## src/rtl/prio_irq_pkg.sv

```systemverilog
package prio_irq_pkg;

  typedef enum logic {
    REG_STATUS = 1'b0,
    REG_ENABLE = 1'b1
  } reg_sel_e;

endpackage

```

## src/rtl/prio_irq_sync.sv

```systemverilog
// Per-line synchronizer with rising-edge detector.
module prio_irq_sync #(
  parameter int WIDTH  = 32,
  parameter int STAGES = 2
) (
  input  logic             clk,
  input  logic             rst,
  input  logic [WIDTH-1:0] async_i,
  output logic [WIDTH-1:0] rise_o
);

  localparam int LAST = STAGES - 1;

  for (genvar g = 0; g < WIDTH; g++) begin : g_line
    logic [STAGES-1:0] shift_q;
    logic              prev_q;

    always_ff @(posedge clk) begin
      if (rst) begin
        shift_q <= '0;
        prev_q  <= 1'b0;
      end else begin
        shift_q <= {shift_q[STAGES-2:0], async_i[g]};
        prev_q  <= shift_q[LAST];
      end
    end

    assign rise_o[g] = shift_q[LAST] & ~prev_q;
  end

endmodule

```

## src/rtl/prio_irq_regs.sv

```systemverilog
// Status (set by edges, write-one-to-clear) and enable registers.
module prio_irq_regs
  import prio_irq_pkg::*;
#(
  parameter int NUM_SRC = 32
) (
  input  logic               clk,
  input  logic               rst,
  input  logic [NUM_SRC-1:0] set_i,
  input  logic               we_i,
  input  logic               addr_i,
  input  logic [NUM_SRC-1:0] wdata_i,
  output logic [NUM_SRC-1:0] rdata_o,
  output logic [NUM_SRC-1:0] status_o,
  output logic [NUM_SRC-1:0] enable_o
);

  logic [NUM_SRC-1:0] clr_mask;

  always_comb begin
    clr_mask = '0;
    if (we_i && (addr_i == REG_STATUS)) clr_mask = wdata_i;
  end

  always_ff @(posedge clk) begin
    if (rst) begin
      status_o <= '0;
      enable_o <= '0;
      rdata_o  <= '0;
    end else begin
      // a new edge overrides a clear in the same cycle
      status_o <= (status_o & ~clr_mask) | set_i;
      if (we_i && (addr_i == REG_ENABLE)) enable_o <= wdata_i;
      rdata_o <= (addr_i == REG_STATUS) ? status_o : enable_o;
    end
  end

endmodule

```

## src/rtl/prio_irq_enc.sv

```systemverilog
// Big-endian priority encoder: the highest data bit is source 0 and wins.
module prio_irq_enc #(
  parameter int NUM_SRC = 32,
  parameter int ID_W    = $clog2(NUM_SRC)
) (
  input  logic [NUM_SRC-1:0] vec_i,
  output logic [ID_W-1:0]    id_o,
  output logic               hit_o
);

  always_comb begin
    id_o  = '0;
    hit_o = 1'b0;
    for (int p = 0; p < NUM_SRC; p++) begin
      if (vec_i[p]) begin
        id_o  = ID_W'(NUM_SRC - 1 - p);
        hit_o = 1'b1;
      end
    end
  end

endmodule

```

## src/rtl/prio_irq_ctrl.sv

```systemverilog
module prio_irq_ctrl #(
  parameter int NUM_SRC     = 32,
  parameter int SYNC_STAGES = 2,
  parameter int ID_W        = $clog2(NUM_SRC)
) (
  input  logic               clk,
  input  logic               rst,
  input  logic [NUM_SRC-1:0] irq_req_i,
  input  logic               reg_addr_i,
  input  logic               reg_we_i,
  input  logic [NUM_SRC-1:0] reg_wdata_i,
  output logic [NUM_SRC-1:0] reg_rdata_o,
  output logic               irq_o,
  output logic [ID_W-1:0]    irq_id_o,
  output logic               irq_id_vld_o
);

  logic [NUM_SRC-1:0] rise_vec;
  logic [NUM_SRC-1:0] status_q;
  logic [NUM_SRC-1:0] enable_q;
  logic [NUM_SRC-1:0] masked;
  logic [ID_W-1:0]    enc_id;
  logic               enc_hit;

  prio_irq_sync #(.WIDTH(NUM_SRC), .STAGES(SYNC_STAGES)) u_sync (
    .clk     (clk),
    .rst     (rst),
    .async_i (irq_req_i),
    .rise_o  (rise_vec)
  );

  prio_irq_regs #(.NUM_SRC(NUM_SRC)) u_regs (
    .clk      (clk),
    .rst      (rst),
    .set_i    (rise_vec),
    .we_i     (reg_we_i),
    .addr_i   (reg_addr_i),
    .wdata_i  (reg_wdata_i),
    .rdata_o  (reg_rdata_o),
    .status_o (status_q),
    .enable_o (enable_q)
  );

  assign masked = status_q & enable_q;

  prio_irq_enc #(.NUM_SRC(NUM_SRC), .ID_W(ID_W)) u_enc (
    .vec_i (masked),
    .id_o  (enc_id),
    .hit_o (enc_hit)
  );

  always_ff @(posedge clk) begin
    if (rst) begin
      irq_o        <= 1'b0;
      irq_id_o     <= '0;
      irq_id_vld_o <= 1'b0;
    end else begin
      irq_o        <= enc_hit;
      irq_id_o     <= enc_hit ? enc_id : '0;
      irq_id_vld_o <= enc_hit;
    end
  end

endmodule

```

## config.mk

```make
export PLATFORM = sky130hd
export DESIGN_NAME = prio_irq_ctrl
export DESIGN_NICKNAME = d
export VERILOG_FILES = /design/src/rtl/prio_irq_pkg.sv /design/src/rtl/prio_irq_sync.sv /design/src/rtl/prio_irq_regs.sv /design/src/rtl/prio_irq_enc.sv /design/src/rtl/prio_irq_ctrl.sv
export SDC_FILE = /design/constraint.sdc
export NUM_CORES = 1
export LEC_CHECK = 0
export ABC_AREA = 1
export BUFFER_PORTS_ARGS = -buffer_cell sky130_fd_sc_hd__buf_2
export CAP_MARGIN = 0
export CORE_ASPECT_RATIO = 1.4
export CORE_UTILIZATION = 55
export DETAILED_ROUTE_END_ITERATION = 10
export GPL_TIMING_DRIVEN = 0
export HOLD_SLACK_MARGIN = 0.06
export MAX_ROUTING_LAYER = met4
export PLACE_DENSITY = 0.75
export SKIP_CTS_REPAIR_TIMING = 1
export SLEW_MARGIN = 20
export SYNTH_ARGS = -nofsm -noshare
export SYNTH_HDL_FRONTEND = slang
export SYNTH_SLANG_ARGS = --single-unit
export TNS_END_PERCENT = 100
```

## constraint.sdc

```tcl
create_clock -name clk -period 2.13 [get_ports clk]
set_clock_uncertainty 0.05 [all_clocks]
set_input_delay 0.213 -clock clk [delete_from_list [all_inputs] [get_ports clk]]
set_output_delay 0.213 -clock clk [all_outputs]
set_load 0.03 [all_outputs]
```

; After elaboration in Yosys (flattened, before gate mapping)
; Index checks and enable logic that the tools add are counted.
[totals]
input_bits = 68
wordCells = 215
out_inout_bits = 39
register_bits = 198
[op_classes]
bitwise = 70
reduce_logical = 7
muxes = 65
[ops]
columns = operator, count
row1 = two-way mux 5 bit, 16
row2 = bitwise AND 32 bit, 2
row3 = two-way mux 32 bit, 2
row4 = NOT 1 bit, 34
row5 = two-way mux 1 bit, 33
row6 = bitwise AND 1 bit, 32
row7 = two-way mux 4 bit, 8
row8 = NOT 32 bit, 1
row9 = bitwise OR 32 bit, 1
row10 = OR reduction 18 bit, 1
row11 = two-way mux 3 bit, 4
row12 = OR reduction 10 bit, 1
row13 = OR reduction 6 bit, 1
row14 = two-way mux 2 bit, 2
row15 = OR reduction 4 bit, 1
row16 = OR reduction 3 bit, 1
row17 = logical AND 1 bit, 2

; Depth between registers and ports, before layout
; Gate-level depths: netlist (run 1).
[depth]
word_depth = 35
depth_mapped = 32
mapped_depth_nobuf = 32

; Modules after synthesis
; From an unflattened synthesis (run 1), not the netlist that was laid out.
[unflattened]
hier_cells = 972
area_unflattened_um2 = 7373.3
[modules_own_cells]
columns = module, n_inst, area_each_um2, cells_each, seq_area_each_um2
row1 = prio_irq_regs, 1, 3577.2, 450, 1921.8
row2 = prio_irq_sync, 1, 2934.1, 331, 1921.8
row3 = prio_irq_enc, 1, 442.9, 107, 0.0
row4 = prio_irq_ctrl, 1, 419.2, 84, 120.1

; Least setup slack after synthesis (run 1)
; No wires, ideal clock.
[synth_timing]
kind = register to register
startpoint = reg u_regs.status_o[0]
endpoint = reg irq_id_o[0]
slack_ns = 0.283
t_arrival_ns = 1.731
stages_incl_launch_ff = 33
path_buffers = 0
period_less_slack_ns = 1.847
path_cell_list = dfxtp_1 > nand2_1 > inv_1 > nand2_1 > nand2_1 > nand2_1 > nand2_1 > nand2_1 > nand2_1 > nand2_1 > nand2_1 > nand2_1 > nand2_1 > nand2_1 > nand2_1 > nand2_1 > nand2_1 > nand2_1 > nand2_1 > nand2_1 > nand2_1 > nand2_1 > nand2_1 > nand2_1 > nand2_1 > nand2_1 > nand2_1 > nand2_1 > nand2_1 > nand2_1 > nand2_1 > nand2_1 > a21oi_2
[synth_between]
elab_chain_len = 35
elab_cells_between_ends = 66
classes_between = mux: 63 / bitwise: 2 / reduce/logical: 1
[synth_lines]
columns = element, line
row1 = from (decl), prio_irq_regs.sv:14  ; output logic [NUM_SRC-1:0] status_o,
row2 = from (signal assigned), prio_irq_regs.sv:32  ; status_o <= (status_o & ~clr_mask) | set_i;
row3 = bitwise AND 32 bit (*), prio_irq_ctrl.sv:44  ; assign masked = status_q & enable_q;
row4 = two-way mux 1 bit (32 in a row), prio_irq_enc.sv:15  ; if (vec_i[p]) begin
row5 = NOT 1 bit (no source line), n/a
row6 = OR reduction 3 bit (no source line), n/a
row7 = to (signal assigned), prio_irq_ctrl.sv:59  ; irq_id_o <= enc_hit ? enc_id : '0;
row8 = to (decl), prio_irq_ctrl.sv:14  ; output logic [ID_W-1:0] irq_id_o,
; Mark *: on every way between the ends. The rest lies on a longest branch, timed or not.
; A chain may end at the register's enable or synchronous reset.

; Worst setup path after layout (run 1)
[layout_timing]
startpoint = reg u_regs.status_o[1]
endpoint = reg irq_id_o[0]
[layout_between]
elab_chain_len = 34
elab_cells_between_ends = 64
classes_between = mux: 61 / bitwise: 2 / reduce/logical: 1
[layout_lines]
columns = element, line
row1 = bitwise AND 32 bit (*), prio_irq_ctrl.sv:44
row2 = two-way mux 1 bit (31 in a row), prio_irq_enc.sv:15
row3 = NOT 1 bit (no source line), n/a
row4 = OR reduction 3 bit (no source line), n/a
; Marks and branches as above.

==> summary.txt, run 1 <==
Simple logic cell fraction of the synthesized area -> 16.38%
Yosys warnings -> 0
Wire per inst -> 13.09 um
Endpoint class of the critical path -> register
CP arrival -> 2460 ps
Number of global-route vias before repair -> 5017
Leading post-synthesis cells by cell area -> dfxtp_1, nor2_1, inv_1
Worst-Margin Slew -> 558.8 ps
Pwr Total -> 8.034 mW
Share of layout cells above drive strength 1 -> 15.79%
Post-Synth Adder-Cell Area -> 0%
Top cells by count, synth -> dfxtp_1, nor2_1, inv_1
Startpoint Class -> register
1st-pass router iterations -> 5
Count leader, synth -> dfxtp_1
Hold Path Depth -> 3
Final Util -> 72.69%
Yosys reg bits -> 198
Clock sink total -> 198
Worst-path clk slew -> 70 ps
Top-area cell type share of the netlist area -> 59.86%
Synth area leader -> dfxtp_1
Final min period -> 2188 ps
Hold WC Path Type -> input pin to register
Routed WL -> 15110 um
RSZ-0062 raised after global routing -> true
# port buffers -> 105
Drt via density -> 4.886
TritonCTS clock tree -> built
Post-DRT Antenna Nets -> 0
Vias -> 5638
I/O pin count -> 107
Syn Inst Count -> 810
Grt ovf -> 0
Pre-CTS setup slack -> -94.38 ps
Initial antenna violation count -> 0
Period utilization -> 102.7%
Power Density -> 939.7 mW/mm^2
Reg2reg path depth -> 31
Final #Nets -> 1062
Synthesis-to-finish area growth -> 29.12%
CP Class -> register to register
Dpl hpwl -> 9824 um
CP Max Fanout -> 3
Depth of the CTS H-tree -> 4
Leak Pwr -> 4.364 nW
Core area -> 0.01176 mm^2
Max Slew Vio Count -> 0
Worst-Skew Late Latency -> 430 ps
CP required -> 2400 ps
Largest stage delay, worst path -> 350 ps
Total CTS buffers -> 17
DRC viols -> 0
Routability cong. -> 0.8546
Clock buffer depth -> 2
Prevailing post-synth register cell -> dfxtp_1
Worst path most repeated cell -> nand2_1
Seq/Total Area, Yosys -> 59.86%
Die area -> 0.01249 mm^2
Hold Slack -> 42.45 ps
# rows -> 47
FF-to-FF setup slack -> -60 ps
Post-synthesis xor/xnor area fraction -> 0%
Finished Layout Cells -> 1154
Starting Density -> 56.30%
Syn Nets -> 878
All-Layer GR Usage -> 24.13%
Peak supply drop -> 819.2 uV
Root Buffer -> clkbuf_16
Final Setup Violations -> 1
Violated checks -> negative setup slack
Placed cells -> 1062
Compound-gate portion of the synthesized area -> 13.72%
Final Hold Violating Endpoints -> 0
Syn avg cell area -> 8.175 um^2
Main combinational cell family by area after synthesis -> simple AND/OR/NAND/NOR gates
First-pass GRT wire length -> 22440 um
Mapped Area -> 0.006621 mm^2
Final worst slack -> -58.47 ps
F_max -> 456.9 MHz
Max_slew headroom -> 62.75%
Die X -> 94.73 um
Initial drt markers -> 291
Post-synthesis mux area share -> 0%
Die height -> 131.8 um
Max Cap Violations -> 0
Largest net degree at the start of global routing -> 18
Number of synthesized flops with an enable pin -> 0
# diodes -> 0
Unique masters post-synth -> 21
Slowest cell on the critical path -> dfxtp_2
Outcome -> finished with violations
Post-synth ARST share -> 0%
-- kinds of logic after synthesis --
kind of cell           after synthesis
AOI/OAI and AO/OA                  172
and+or+nand+nor                    264
DFF                                198
buffers and inverters              176
-- path summary, 6_finish.rpt --
kind | start | endpoint
min | reg_wdata_i[8] | u_regs.enable_o[8]
max | u_regs.status_o[1] | irq_id_o[0]
max reg2reg | u_regs.status_o[1] | irq_id_o[0]
min reg2reg | u_sync.g_line[31].shift_q[0] | u_sync.g_line[31].shift_q[1]
-- cell usage in the layout, fill, tap and decap left out, types with 2 or more instances in the layout --
master         count
inv_1            132
clkbuf_16         17
nor3_1             2
o21ai_0           67
buf_2            105
clkbuf_1          37
clkinv_4           3
nor2_1           144
buf_1              2
dfxtp_1          196
nand2_4           10
inv_6              4
bufinv_16          3
dfxtp_2            2
nand2_1           98
o22ai_1           29
clkinvlp_4         2
o21ai_1           30
nand2_2            4
a21oi_1           42
inv_2              6
nand3_1            5
dlygate4sd3_1     60
-- per-layer routing --
metal	routed length, um	global-route usage, %
met4	487	9.259
met1	6184	25.94
met3	700	6.574
met2	7733	41.41
met5	0	-
-- registers in the layout, indices dropped and copies added, names as in the netlist --
name / flops
u_regs.rdata_o: 32
irq_id_vld_o: 1
irq_id_o: 5
u_sync.g_line.shift_q: 64
u_regs.status_o: 32
u_regs.enable_o: 32
u_sync.g_line.prev_q: 32
-- worst max-delay path: cells and delay by family, from the launching register on --
kind / cells / cell delay, ps
and+or+nand+nor: 30 / 1620
DFF: 1 / 350
AOI/OAI and AO/OA: 1 / 50
-- where the power goes --
| part | internal (mW) | total (mW) | switching, mW |
|---|---|---|---|
| combinational | 0.297 | 0.760 | 0.463 |
| clock | 1.90 | 3.29 | 1.39 |
| sequential | 3.90 | 3.99 | 0.0936 |
| total | 6.09 | 8.03 | 1.94 |
-- area by class of cell --
type                       instances  area [um^2]
buffer                            38        146.4
fill                             931         3212
inverter                         138        518.0
multi-input combinational        436         1996
clock inverter                    12        166.4
tap                              147        183.9
timing repair buffer             165         1126
sequential                       198         3966
clock buffer                      20        446.7
-- metrics by stage --
| step | setup TNS [ps] | area [um^2] |
|---|---|---|
| floorplan | 0 | 6621 |
| global placement | -775.6 | 7331 |
| detailed placement | -840.6 | 7331 |
| CTS | -82.27 | 7944 |
| global route | -389.6 | 8549 |
| finish | -58.47 | 8549 |
Note: power is estimated with default switching activity, not from simulation.
==> run 2, diff against run 1 <==
--- a/config.mk
+++ b/config.mk
@@ -15,6 +15,7 @@
 export HOLD_SLACK_MARGIN = 0.06
 export MAX_ROUTING_LAYER = met4
 export PLACE_DENSITY = 0.75
+export REMOVE_ABC_BUFFERS = 1
 export SKIP_CTS_REPAIR_TIMING = 1
 export SLEW_MARGIN = 20
 export SYNTH_ARGS = -nofsm -noshare
==> run 2 against run 1 <==
  * The run still ends with negative setup slack left
  * Critical path type unchanged
  * Combinational power fell by 4.2%
  * Largest power group unchanged
  * Register-to-register slack better by 40 ps
  * Hold slack lost 5.6 ps
  * Flip-flop and latch count unchanged
  * Power is 1.5% lower
  * Clock power is 3% lower
==> summary.txt, run 2 (synthesis gave the netlist of run 1 again) <==
Outcome -> finished with violations (unchanged)
Violated checks -> negative setup slack (unchanged)
RSZ-0062 raised after global routing -> true (unchanged)
Cell internal pwr -> 5.954 mW (was 6.092 mW)
Routability cong. -> 0.7350 (was 0.8546)
Die height -> 131.8 um (unchanged)
FF/Latch Area -> 0.003965 mm^2 (was 0.003966 mm^2)
Max Cap Violations -> 0 (unchanged)
Final Setup Violations -> 1 (unchanged)
Final #Nets -> 1027 (was 1062)
WL met2 -> 7175 um (was 7733 um)
Max_slew headroom -> 41.13% (was 62.75%)
Commonest non-fill, non-tap cell in the layout -> dfxtp_1 (unchanged)
Final min period -> 2153 ps (was 2188 ps)
Largest stage delay, worst path -> 340 ps (was 350 ps)
Multi-input combinational cell area -> 0.002003 mm^2 (was 0.001996 mm^2)
Root Buffer -> clkbuf_16 (unchanged)
Core area -> 0.01176 mm^2 (unchanged)
Hold WC Path Type -> input pin to register (unchanged)
Final Hold Violating Endpoints -> 0 (unchanged)
Power Density -> 936.7 mW/mm^2 (was 939.7 mW/mm^2)
CP Class -> register to register (unchanged)
Met3 Routed Length -> 439 um (was 700 um)
Dpl hpwl -> 7898 um (was 9824 um)
Vias -> 5457 (was 5638)
Clock power share -> 40.4% (was 40.9%)
Top Layer Used -> met4 (unchanged)
Starting Density -> 56.30% (unchanged)
Pwr Total -> 7.912 mW (was 8.034 mW)
Synthesis-to-finish area growth -> 27.57% (was 29.12%)
Number of global-route vias before repair -> 4817 (was 5017)
CP arrival -> 2420 ps (was 2460 ps)
Wire per inst -> 12.36 um (was 13.09 um)
Hold Path Depth -> 3 (unchanged)
Slowest cell on the critical path -> dfxtp_2 (unchanged)
Initial antenna violation count -> 0 (unchanged)
First-pass GRT wire length -> 21310 um (was 22440 um)
Endpoint class of the critical path -> register (unchanged)
Max reg flops -> 64 (unchanged)
Sum Neg Setup Slack -> -23.24 ps (was -58.47 ps)
# rows -> 47 (unchanged)
Worst-path clk slew -> 70 ps (about the same)
Clock buffer depth -> 2 (unchanged)
Initial drt markers -> 230 (was 291)
Reg with most FFs -> u_sync.g_line.shift_q (unchanged)
Largest net degree at the start of global routing -> 59 (was 18)
# diodes -> 0 (unchanged)
WL met1 -> 5963 um (was 6184 um)
Grt ovf -> 0 (unchanged)
Share of layout cells above drive strength 1 -> 16.67% (was 15.79%)
Flop pwr share -> 50.4% (was 49.6%)
Routed WL -> 13840 um (was 15110 um)
Clock sink total -> 198 (unchanged)
Period utilization -> 101.1% (was 102.7%)
Net Sw Frac -> 24.75% (was 24.17%)
I/O pin count -> 107 (unchanged)
Leak Pwr -> 4.341 nW (was 4.364 nW)
1st-pass router iterations -> 5 (unchanged)
Post-DRT Antenna Nets -> 0 (unchanged)
CP required -> 2400 ps (about the same)
Total CTS buffers -> 17 (unchanged)
Worst-Margin Slew -> 881.7 ps (was 558.8 ps)
CP Max Fanout -> 3 (unchanged)
F_max -> 464.4 MHz (was 456.9 MHz)
Die area -> 0.01249 mm^2 (unchanged)
Startpoint Class -> register (unchanged)
Worst path most repeated cell -> nand2_1 (unchanged)
TritonCTS clock tree -> built (unchanged)
Worst-Skew Late Latency -> 420 ps (was 430 ps)
Depth of the CTS H-tree -> 4 (unchanged)
All-Layer GR Usage -> 22.38% (was 24.13%)
FILL cells -> 912 (was 931)
Drt via density -> 4.877 (was 4.886)
Die X -> 94.73 um (unchanged)
# port buffers -> 106 (was 105)
Gate power share -> 9.2% (was 9.5%)
Commonest cells after routing, fill and taps aside -> dfxtp_1, nor2_1, inv_1, buf_2, nand2_1 (unchanged)
Max Slew Vio Count -> 0 (unchanged)
P_sw -> 1.958 mW (was 1.942 mW)
Final worst slack -> -23.24 ps (was -58.47 ps)
Peak supply drop -> 555.6 uV (was 819.2 uV)
Reg2reg path depth -> 32 (was 31)
DRC viols -> 0 (unchanged)
run 2: cell type report:
type	instances	area share, %
clock buffers	18	5.081
clock inverters	14	2.000
inverters	138	6.192
multi-input cells	436	23.71
flip-flops and latches	198	46.94
well taps	147	2.177
repair buffers	168	13.89
run 2: path summary, 6_finish.rpt:
| kind | slack [ps] | start | endpoint |
|---|---|---|---|
| worst max-delay path | -20 | u_regs.status_o[0] | irq_id_o[0] |
| worst min register to register | 350 | u_sync.g_line[15].shift_q[0] | u_sync.g_line[15].shift_q[1] |
| worst max register to register | -20 | u_regs.status_o[0] | irq_id_o[0] |
| worst min-delay path | 40 | reg_wdata_i[4] | u_regs.enable_o[4] |
run 2: per-stage QoR:
step	util, %	setup WS, ps	hold WS, ps	area [um^2]	cells
2_1_floorplan	-	282.6	234.2	6475	772
3_3_place_gp	61.13	-2269	338.6	7189	1025
3_5_place_dp	61.53	-297.4	342.1	7237	1027
4_1_cts	66.62	-106.5	-76.90	7835	1059
5_1_grt	71.82	-366.9	61.39	8447	1119
6_report	71.82	-23.24	36.81	8447	1119
run 2: power by group through the flow:
stage	logic (mW)	registers, mW	clock network (mW)
after global routing	0.817	4.01	3.42
after CTS	0.641	3.99	3.24
after floorplan	0.296	4.16	0
final	0.728	3.99	3.19
after global placement	0.621	4.07	0
after detailed placement	0.635	4.07	0
run 2: layer usage:
metal  up-vias  global-route usage, %
li1       2800                      -
met1      2523                  24.80
met2       111                  38.33
met3        23                  4.844
met4         0                  8.923
met5         -                      -
run 2: worst max-delay path: cells and delay by family (launching register included):
kind	cells	cell delay (ps)
and+or+nand+nor	30	1570
AOI/OAI and AO/OA	1	50
buffers and inverters	1	40
DFF	1	340
==> run 3, diff against run 2 <==
--- a/config.mk
+++ b/config.mk
@@ -16,6 +16,7 @@
 export MAX_ROUTING_LAYER = met4
 export PLACE_DENSITY = 0.75
 export REMOVE_ABC_BUFFERS = 1
+export SETUP_SLACK_MARGIN = 0.1
 export SKIP_CTS_REPAIR_TIMING = 1
 export SLEW_MARGIN = 20
 export SYNTH_ARGS = -nofsm -noshare
==> run 3 against run 2 <==
  * The flow still finishes with violations (negative setup slack)
  * Critical path depth unchanged
  * First-iteration DRC count decreased by 2.2%
  * Power about the same
  * Maximum frequency about the same
  * Worst setup slack got worse by 0.76 ps
  * Sequential power about the same
  * Utilization about the same
  * Die area unchanged
  * Clock-buffer cell count unchanged
  * Flip-flop and latch count unchanged
  * Non-clock buffer count unchanged
  * Design area about the same
  * Critical path type unchanged
  * Highest routed layer unchanged
==> summary.txt, run 3 (synthesis gave the netlist of run 1 again) <==
Outcome -> finished with violations (unchanged)
Violated checks -> negative setup slack (unchanged)
Max Cap Violations -> 0 (unchanged)
Slowest cell on the critical path -> dfxtp_2 (unchanged)
# rows -> 47 (unchanged)
Final #Nets -> 1027 (unchanged)
Final worst slack -> -24.00 ps (was -23.24 ps)
Largest stage delay, worst path -> 340 ps (about the same)
Final instance area -> 0.008448 mm^2 (was 0.008447 mm^2)
Depth of the CTS H-tree -> 4 (unchanged)
Hold-critical path endpoint -> u_regs.enable_o[4] (unchanged)
Vias -> 5447 (was 5457)
Placed Area -> 0.007237 mm^2 (unchanged)
Max_slew headroom -> 51.83% (was 41.13%)
First-pass GRT wire length -> 21310 um (unchanged)
Starting Density -> 56.30% (unchanged)
Worst-Margin Slew -> 722.6 ps (was 881.7 ps)
Final Setup Violations -> 1 (unchanged)
Power Density -> 936.7 mW/mm^2 (about the same)
Final min period -> 2154 ps (was 2153 ps)
Number of global-route vias before repair -> 4817 (unchanged)
FILL cells -> 911 (was 912)
Routed WL -> 13810 um (was 13840 um)
Commonest cells after routing, fill and taps aside -> dfxtp_1, nor2_1, inv_1, buf_2, nand2_1 (unchanged)
Startpoint Class -> register (unchanged)
Initial antenna violation count -> 0 (unchanged)
Post-DRT Antenna Nets -> 0 (unchanged)
Endpoint class of the critical path -> register (unchanged)
Reg with most FFs -> u_sync.g_line.shift_q (unchanged)
TritonCTS clock tree -> built (unchanged)
Die height -> 131.8 um (unchanged)
Wire per inst -> 12.34 um (was 12.36 um)
Hold WC Path Type -> input pin to register (unchanged)
Dpl hpwl -> 7898 um (unchanged)
Initial drt markers -> 225 (was 230)
1st-pass router iterations -> 4 (was 5)
Total CTS buffers -> 17 (unchanged)
Period utilization -> 101.1% (about the same)
Share of layout cells above drive strength 1 -> 16.67% (unchanged)
Reg2reg path depth -> 32 (unchanged)
Die area -> 0.01249 mm^2 (unchanged)
Die X -> 94.73 um (unchanged)
RSZ-0062 raised after global routing -> true (unchanged)
FF-to-FF End -> irq_id_o[0] (unchanged)
Hold Path Depth -> 3 (unchanged)
Core area -> 0.01176 mm^2 (unchanged)
All-Layer GR Usage -> 22.38% (unchanged)
Routability cong. -> 0.7350 (unchanged)
Peak supply drop -> 560.2 uV (was 555.6 uV)
Root Buffer -> clkbuf_16 (unchanged)
# port buffers -> 106 (unchanged)
Synthesis-to-finish area growth -> 27.59% (was 27.57%)
Final Hold Violating Endpoints -> 0 (unchanged)
Clock buffer depth -> 2 (unchanged)
Drt via density -> 4.868 (was 4.877)
Worst path most repeated cell -> nand2_1 (unchanged)
CP Class -> register to register (unchanged)
Largest net degree at the start of global routing -> 59 (unchanged)
Max Slew Vio Count -> 0 (unchanged)
F_max -> 464.3 MHz (was 464.4 MHz)
Worst-path clk slew -> 70 ps (about the same)
CP arrival -> 2420 ps (about the same)
I/O pin count -> 107 (unchanged)
Worst r2r src -> u_regs.status_o[0] (unchanged)
Leak Pwr -> 4.340 nW (was 4.341 nW)
Min-delay src -> reg_wdata_i[4] (unchanged)
Max reg flops -> 64 (unchanged)
CP required -> 2400 ps (about the same)
Clock sink total -> 198 (unchanged)
CP Max Fanout -> 3 (unchanged)
Sum Neg Setup Slack -> -24.00 ps (was -23.24 ps)
Commonest non-fill, non-tap cell in the layout -> dfxtp_1 (unchanged)
Worst-Skew Late Latency -> 420 ps (about the same)
Grt ovf -> 0 (unchanged)
DRC viols -> 0 (unchanged)
# diodes -> 0 (unchanged)
FF-to-FF setup slack -> -20 ps (about the same)
-- run 3: cell count changes in the layout (fill, tap and decap cells not counted), sizes merged --
cell	before	now
clkinv	5	6
inv	143	142
-- run 3: layout make-up --
| cell class | instances | area [um^2] | share of cell area [%] |
|---|---|---|---|
| inverter | 138 | 524.3 | 6.206 |
| sequential | 198 | 3965 | 46.93 |
| timing repair buffer | 168 | 1174 | 13.89 |
| clock inverter | 14 | 168.9 | 1.999 |
| clock buffer | 18 | 429.2 | 5.080 |
| multi-input combinational | 436 | 2003 | 23.71 |
| tap | 147 | 183.9 | 2.177 |
-- run 3: per-layer routing --
| layer | vias to the layer above | part of all wire, % | global-route usage [%] |
|---|---|---|---|
| met2 | 103 | 52 | 38.33 |
| met1 | 2520 | 44 | 24.80 |
| met4 | 0 | 1.8 | 8.923 |
| li1 | 2801 | - | - |
| met5 | - | 0 | - |
| met3 | 23 | 2.9 | 4.844 |
-- run 3: per-stage QoR --
step	std cells	power [mW]	hold slack, ps	worst slack [ps]	utilization (%)
floorplan	772	4.451	234.2	282.6	-
global placement	1025	4.687	338.6	-2269	61.13
detailed placement	1027	4.705	342.1	-297.4	61.53
CTS	1059	7.868	-76.90	-106.5	66.62
global route	1119	8.242	61.39	-366.9	71.83
finish	1119	7.913	38.47	-24.00	71.83
-- run 3: critical path: cells and delay by family (launching register included) --
family	cells	cell delay [ps]
AO/OA/AOI/OAI	1	50
flip-flops	1	340
buffers and inverters	1	40
AND/OR/NAND/NOR	30	1570
-- run 3: report_power, final --
| group | switching [mW] | total, mW | leakage, nW | internal, mW |
|---|---|---|---|---|
| registers | 0.0950 | 3.99 | 1.63 | 3.89 |
| clock network | 1.43 | 3.20 | 0.288 | 1.77 |
| logic | 0.439 | 0.728 | 2.42 | 0.289 |
| total | 1.96 | 7.91 | 4.34 | 5.95 |
-- run 3: worst max-delay path by stage --
stage	from	endpoint
2_1_floorplan	u_regs.status_o[0]	irq_id_o[0]
4_1_cts	u_regs.status_o[0]	irq_id_o[0]
3_5_place_dp	reg_addr_i	u_regs.status_o[15]
5_1_grt	u_regs.status_o[0]	irq_id_o[0]
6_report	u_regs.status_o[0]	irq_id_o[0]
3_3_place_gp	rst	u_regs.status_o[12]
